**src/rtl/next_addr_unit.sv**
```systemverilog
module next_addr_unit #(
  parameter int AW   = 19,
  parameter int DW   = 32,
  parameter int OFFW = 16
) (
  input  logic          clk,
  input  logic          rst,
  input  logic          stall,
  input  logic          br_eq_op,
  input  logic          jmp_op,
  input  logic [DW-1:0] cmp_a,
  input  logic [DW-1:0] cmp_b,
  input  logic [OFFW-1:0] br_offset,
  input  logic [AW-1:0] jmp_target,
  output logic [AW-1:0] fetch_addr
);
  localparam int EXT = AW - OFFW;

  logic [AW-1:0] addr_q;
  logic [AW-1:0] off_ext;
  logic [AW-1:0] op_lhs;
  logic [AW-1:0] op_rhs;
  logic [AW-1:0] load_val;
  logic          ops_equal;
  logic          load_en;

  assign off_ext   = {{EXT{br_offset[OFFW-1]}}, br_offset};
  assign op_lhs    = jmp_op ? '0 : addr_q;
  assign op_rhs    = jmp_op ? jmp_target : off_ext;
  assign load_val  = op_lhs + op_rhs;
  assign ops_equal = (cmp_a == cmp_b);
  assign load_en   = (br_eq_op & ops_equal) | jmp_op;

  always_ff @(posedge clk) begin
    if (rst)           addr_q <= '0;
    else if (!stall) begin
      if (load_en)     addr_q <= load_val;
      else             addr_q <= addr_q + AW'(1);
    end
  end

  assign fetch_addr = addr_q;

  AST_RESET_ZERO: assert property (@(posedge clk) rst |=> fetch_addr == '0);
  AST_STALL_HOLD: assert property (@(posedge clk) disable iff (rst)
    stall |=> fetch_addr == $past(fetch_addr));
  AST_SEQ_STEP: assert property (@(posedge clk) disable iff (rst)
    (!stall && !jmp_op && !(br_eq_op && cmp_a == cmp_b))
      |=> fetch_addr == AW'($past(fetch_addr) + AW'(1)));
  AST_JUMP_ABS: assert property (@(posedge clk) disable iff (rst)
    (!stall && jmp_op) |=> fetch_addr == $past(jmp_target));
  AST_BRANCH_REL: assert property (@(posedge clk) disable iff (rst)
    (!stall && !jmp_op && br_eq_op && cmp_a == cmp_b)
      |=> fetch_addr == AW'($past(fetch_addr) + AW'($signed($past(br_offset)))));
endmodule

```
**config.mk**
```make
export PLATFORM = sky130hd
export DESIGN_NAME = next_addr_unit
export DESIGN_NICKNAME = d
export VERILOG_FILES = /design/src/rtl/next_addr_unit.sv
export SDC_FILE = /design/constraint.sdc
export NUM_CORES = 1
export LEC_CHECK = 0
export BUFFER_PORTS_ARGS = -buffer_cell sky130_fd_sc_hd__buf_4
export CAP_MARGIN = 0
export CORE_ASPECT_RATIO = 1.25
export CORE_MARGIN = 10
export CORE_UTILIZATION = 48
export DETAILED_ROUTE_END_ITERATION = 7
export PLACE_DENSITY_LB_ADDON = 0.3
export SYNTH_ARGS = -nofsm -noshare
export SYNTH_HDL_FRONTEND = slang
export SYNTH_SLANG_ARGS = --single-unit
export TNS_END_PERCENT = 50
```
**constraint.sdc**
```tcl
create_clock -name clk -period 3.9 [get_ports clk]
set_input_delay 0.195 -clock clk [delete_from_list [all_inputs] [get_ports clk]]
set_output_delay 0.195 -clock clk [all_outputs]
set_load 0.005 [all_outputs]
```
==> Word level (Yosys, flattened, before mapping) <==
Cells that the tools add are included.
{ "totals": {"regBits": 19, "inputBits": 104, "out_inout_bits": 19, "wordCells": 9} }
{ "op_classes": {"n_addsub": 2, "eq_ne": 1, "mux": 3, "n_bitwise": 2} }
{ "ops": {"columns": ["op", "n"], "rows": [
  ["19-bit two-way mux", 3],
  ["32-bit == test", 1],
  ["19-bit by 1-bit adder with 19-bit output (second input constant)", 1],
  ["19-bit adder", 1],
  ["1-bit AND", 1],
  ["1-bit bitwise OR", 1]
]} }

==> Depth between registers and ports, before layout <==
{ "depth": {"depth_word": 4, "ltp_mapped": 13, "depth_no_buf": 11} }

==> Worst setup path before layout <==
Ideal clock, no wire load.
{ "synth_path": {"path_type": "input port to flip-flop", "start": "input port jmp_op", "end": "register addr_q[17], in the netlist fetch_addr[17]", "setup_ps": 86, "arrival_ps": 2728, "t_required_ps": 3814, "setup_slack_ps": 1087, "path_stages": 12, "path_buffers": 2, "path_cell_list": "buf_1 buf_1 mux2i_1 inv_1 ha_1 a21oi_1 o2111a_1 nor4_1 o21ai_0 xnor2_1 nor2_1 a211oi_1"} }
{ "synth_via": {"elab_chain_cells": 3, "elab_cells_between_ends": 5, "classes_between": "add/sub (1); mux (3); bitwise (1)"} }
{ "synth_lines": {"columns": ["item", "line_no", "text"], "rows": [
  ["from (decl)", "10", "input logic jmp_op,"],
  ["19-bit two-way mux (on tied branches)", "28, 29", null],
  ["19-bit adder", "30", "assign load_val = op_lhs + op_rhs;"],
  ["19-bit two-way mux (*)", "37", "if (load_en) addr_q <= load_val;"],
  ["to (signal assigned)", "37", null],
  ["to (signal assigned)", "38", "else addr_q <= addr_q + AW'(1);"],
  ["to (decl)", "19", "logic [AW-1:0] addr_q;"]
]} }
Every way passes the cells marked *; elsewhere a longest branch is shown, timed or not.
A chain may end at the register's enable or synchronous reset.

==> Worst setup path after layout <==
Ends and elaborated chain as after synthesis.

==> flow_metrics.env <==
export IMPL_status="complete, no violations"
export IMPL_hold_viol_final=0
export IMPL_highest_layer="met4"
export IMPL_nets=599
export IMPL_synth_largest_area_cell="dfxtp_1"
export IMPL_std_cell_rows=30
export IMPL_cp_start_kind="input pin"
export IMPL_die_w_um=86.6
export IMPL_die_h_um=103
export IMPL_relSlewSlack_pct=60.9
export IMPL_final_cell_area_sq_um=3660
export IMPL_setup_viol=0
export IMPL_netlist_area_sq_um=2670
export IMPL_regArea_sq_um=380
export IMPL_drt_initial_drc_count=166
export IMPL_finalPower_w=0.000733
export IMPL_largest_register_ffs=19
export IMPL_finClkSkew_ns=0.00625
export IMPL_grt_max_degree=41
export IMPL_syn_avg_cell_area_sq_um=7.40
export IMPL_hp_class="input pin to register"
export IMPL_drt_first_pass_iters=6
export IMPL_clock_fmax_ghz=0.352
export IMPL_wirelength_mm=8.98
export IMPL_yosysWarnings=0
export IMPL_yosysUniqueCellTypes=51
export IMPL_die_area_sq_um=8950
export IMPL_fin_crit_sh_pct=72.8
export IMPL_ys_flop_type="dfxtp_1"
export IMPL_detailed_place_hpwl_mm=7.34
export IMPL_viasPerCell=5.90
export IMPL_cellLeakagePower_nw=1.61
export IMPL_cts_setup_buffers=0
export IMPL_maxCapViolations=0
export IMPL_vias=3173
export IMPL_drc=0
export IMPL_layout_commonest_cell="buf_4"
export IMPL_synthArstFlopShare_pct=0
export IMPL_rsz0062_at_grt="no"
export IMPL_diodes=0
export IMPL_wl_per_cell_um=16.7
export IMPL_path_class="input pin to register"
export IMPL_ir_drop_uv=116
export IMPL_start_util_pct=49.3
export IMPL_grt_pass1_wl_mm=14.1
export IMPL_yosysTopAreaCellShare_pct=14.3
export IMPL_ctsRootBufferMaster="clkbuf_8"
export IMPL_required_ns=4.08
export IMPL_placed_area_sq_um=3610
export IMPL_grt_total_usage_pct=18.9
export IMPL_post_route_min_period_ns=2.84
export IMPL_wl_met3_um=988
export IMPL_path_max_fanout=40
export IMPL_drv_slew=0
export IMPL_layout_common_cells="buf_4 (123), xnor2_1 (37), nand2_1 (29), a21oi_1 (29), nor2_1 (23)"
export IMPL_antenna_found_initial=0
export IMPL_cts_tree="yes"
export IMPL_drive_above_1_share_pct=30.8
export IMPL_overflow=0
export IMPL_multi_input_area_sq_um=2170
export IMPL_tightest_slew_ns=0.581
export IMPL_ctsResizeCount=0
export IMPL_io_pins=123
export IMPL_cts_buffer_depth=2
export IMPL_synthToLayoutAreaGrowth_pct=37.3
export IMPL_ys_seq_area_share_pct=14.3
export IMPL_postSynthNetCount=484
export IMPL_synth_cells=360
export IMPL_end_kind="register"
export IMPL_htree_levels=1
export IMPL_cts_sinks=19
export IMPL_cts_buffers=3
export IMPL_numPortBuffers=122
export IMPL_p_per_area_nw_per_um2=200
export IMPL_synthTopCellsByArea="dfxtp_1 (14%), xnor2_1 (12%), ha_1 (8.9%)"
export IMPL_worst_skew_pair_late_latency_ns=0.26
export IMPL_cp_arrival_ns=3.02
export IMPL_hold_buffers=0
export IMPL_core_sq_um=5410
export IMPL_ys_ff_latch=19
export IMPL_clkSlewWorstSetupHoldPaths_ns=0.07
export IMPL_wl_met1_mm=3.18
export IMPL_ant_nets=0
export IMPL_fillCellCount=489
export IMPL_wl_met2_mm=4.67
export IMPL_synth_edf_count=0
export IMPL_finalSetupTns_ns=0
export IMPL_grt_pass1_vias=3091
export IMPL_gp_congestion=0.849
## path summary, 6_finish.rpt
check                      from        endpoint  cells after the start  slack, ns
setup / recovery         jmp_op  fetch_addr[17]                     10       1.06
hold / removal              rst   fetch_addr[4]                      2       0.23
hold reg to reg   fetch_addr[1]   fetch_addr[1]                      2       0.56
setup reg to reg  fetch_addr[0]  fetch_addr[16]                     11       1.13
## critical path: stages
cell,delay (ns)
buf_4,0.37
mux2_2,0.39
ha_1,0.35
nand3_1,0.15
o2111a_1,0.28
nor4_1,0.54
o21ai_0,0.25
xnor2_1,0.21
nor2_1,0.06
a211oi_1,0.21
## metrics by stage
stage,setup slack [ns],hold WS [ns],instances,util [%]
6_report,1.06,0.232,538,67.7
5_1_grt,0.858,0.247,538,67.7
3_5_place_dp,0.817,0.498,534,66.9
2_1_floorplan,1.09,0.414,360,-
4_1_cts,1.08,0.228,538,67.7
3_3_place_gp,0.939,0.502,534,66.9
## metal layers
layer / GRT usage [%] / vias up
met1: 18.9 / 1443
li1: - / 1551
met3: 7.05 / 15
met4: 4.12 / 0
met2: 36.1 / 164
met5: 0 / -
## area by class of cell
type,instances,area share [%]
Clock buffer,4,1.23
Inverter,17,1.74
Multi-Input combinational cell,311,59.2
Sequential cell,19,10.4
Tap cell,64,2.19
Timing Repair Buffer,123,25.2
## synth_stat cells (2+ instances only)
cell type  count
mux2_2        15
o221ai_1       2
and3_1        13
inv_1         17
clkbuf_1       9
o21ai_0       17
a31oi_1        7
nand3_1       20
a21oi_1       29
xnor2_1       37
mux2i_1        3
nor2_1        23
ha_1          19
a311oi_1       2
nor2b_1       18
dfxtp_1       19
nand2b_1       3
xor2_1         9
or3_1          2
a211oi_1       5
a221oi_1       2
nor4_1         5
nor3_1         7
and4_1         2
o21a_1         3
nand2_1       29
o32ai_1        3
a21o_1         4
a2111o_1       2
buf_1          2
nand4_1       10
o2111ai_1      3
## logic make-up after synthesis
kind of cell | Yosys count | synth area share, %
fa+ha+maj | 20 | 9.67
compound gates | 91 | 22.7
buf+inv | 30 | 4.41
simple gates | 136 | 26.3
mux | 18 | 7.46
flops | 19 | 14.3
xor+xnor | 46 | 15.1
## report_power, final
part | total [W] | leakage (nW) | switching, W | internal, W
sequential | 0.000232 | 0.156 | 0.0000232 | 0.000209
clock | 0.000146 | 0.0228 | 0.0000729 | 0.0000729
combinational | 0.000355 | 1.43 | 0.000159 | 0.000196
(Power assumes the default switching activity.)
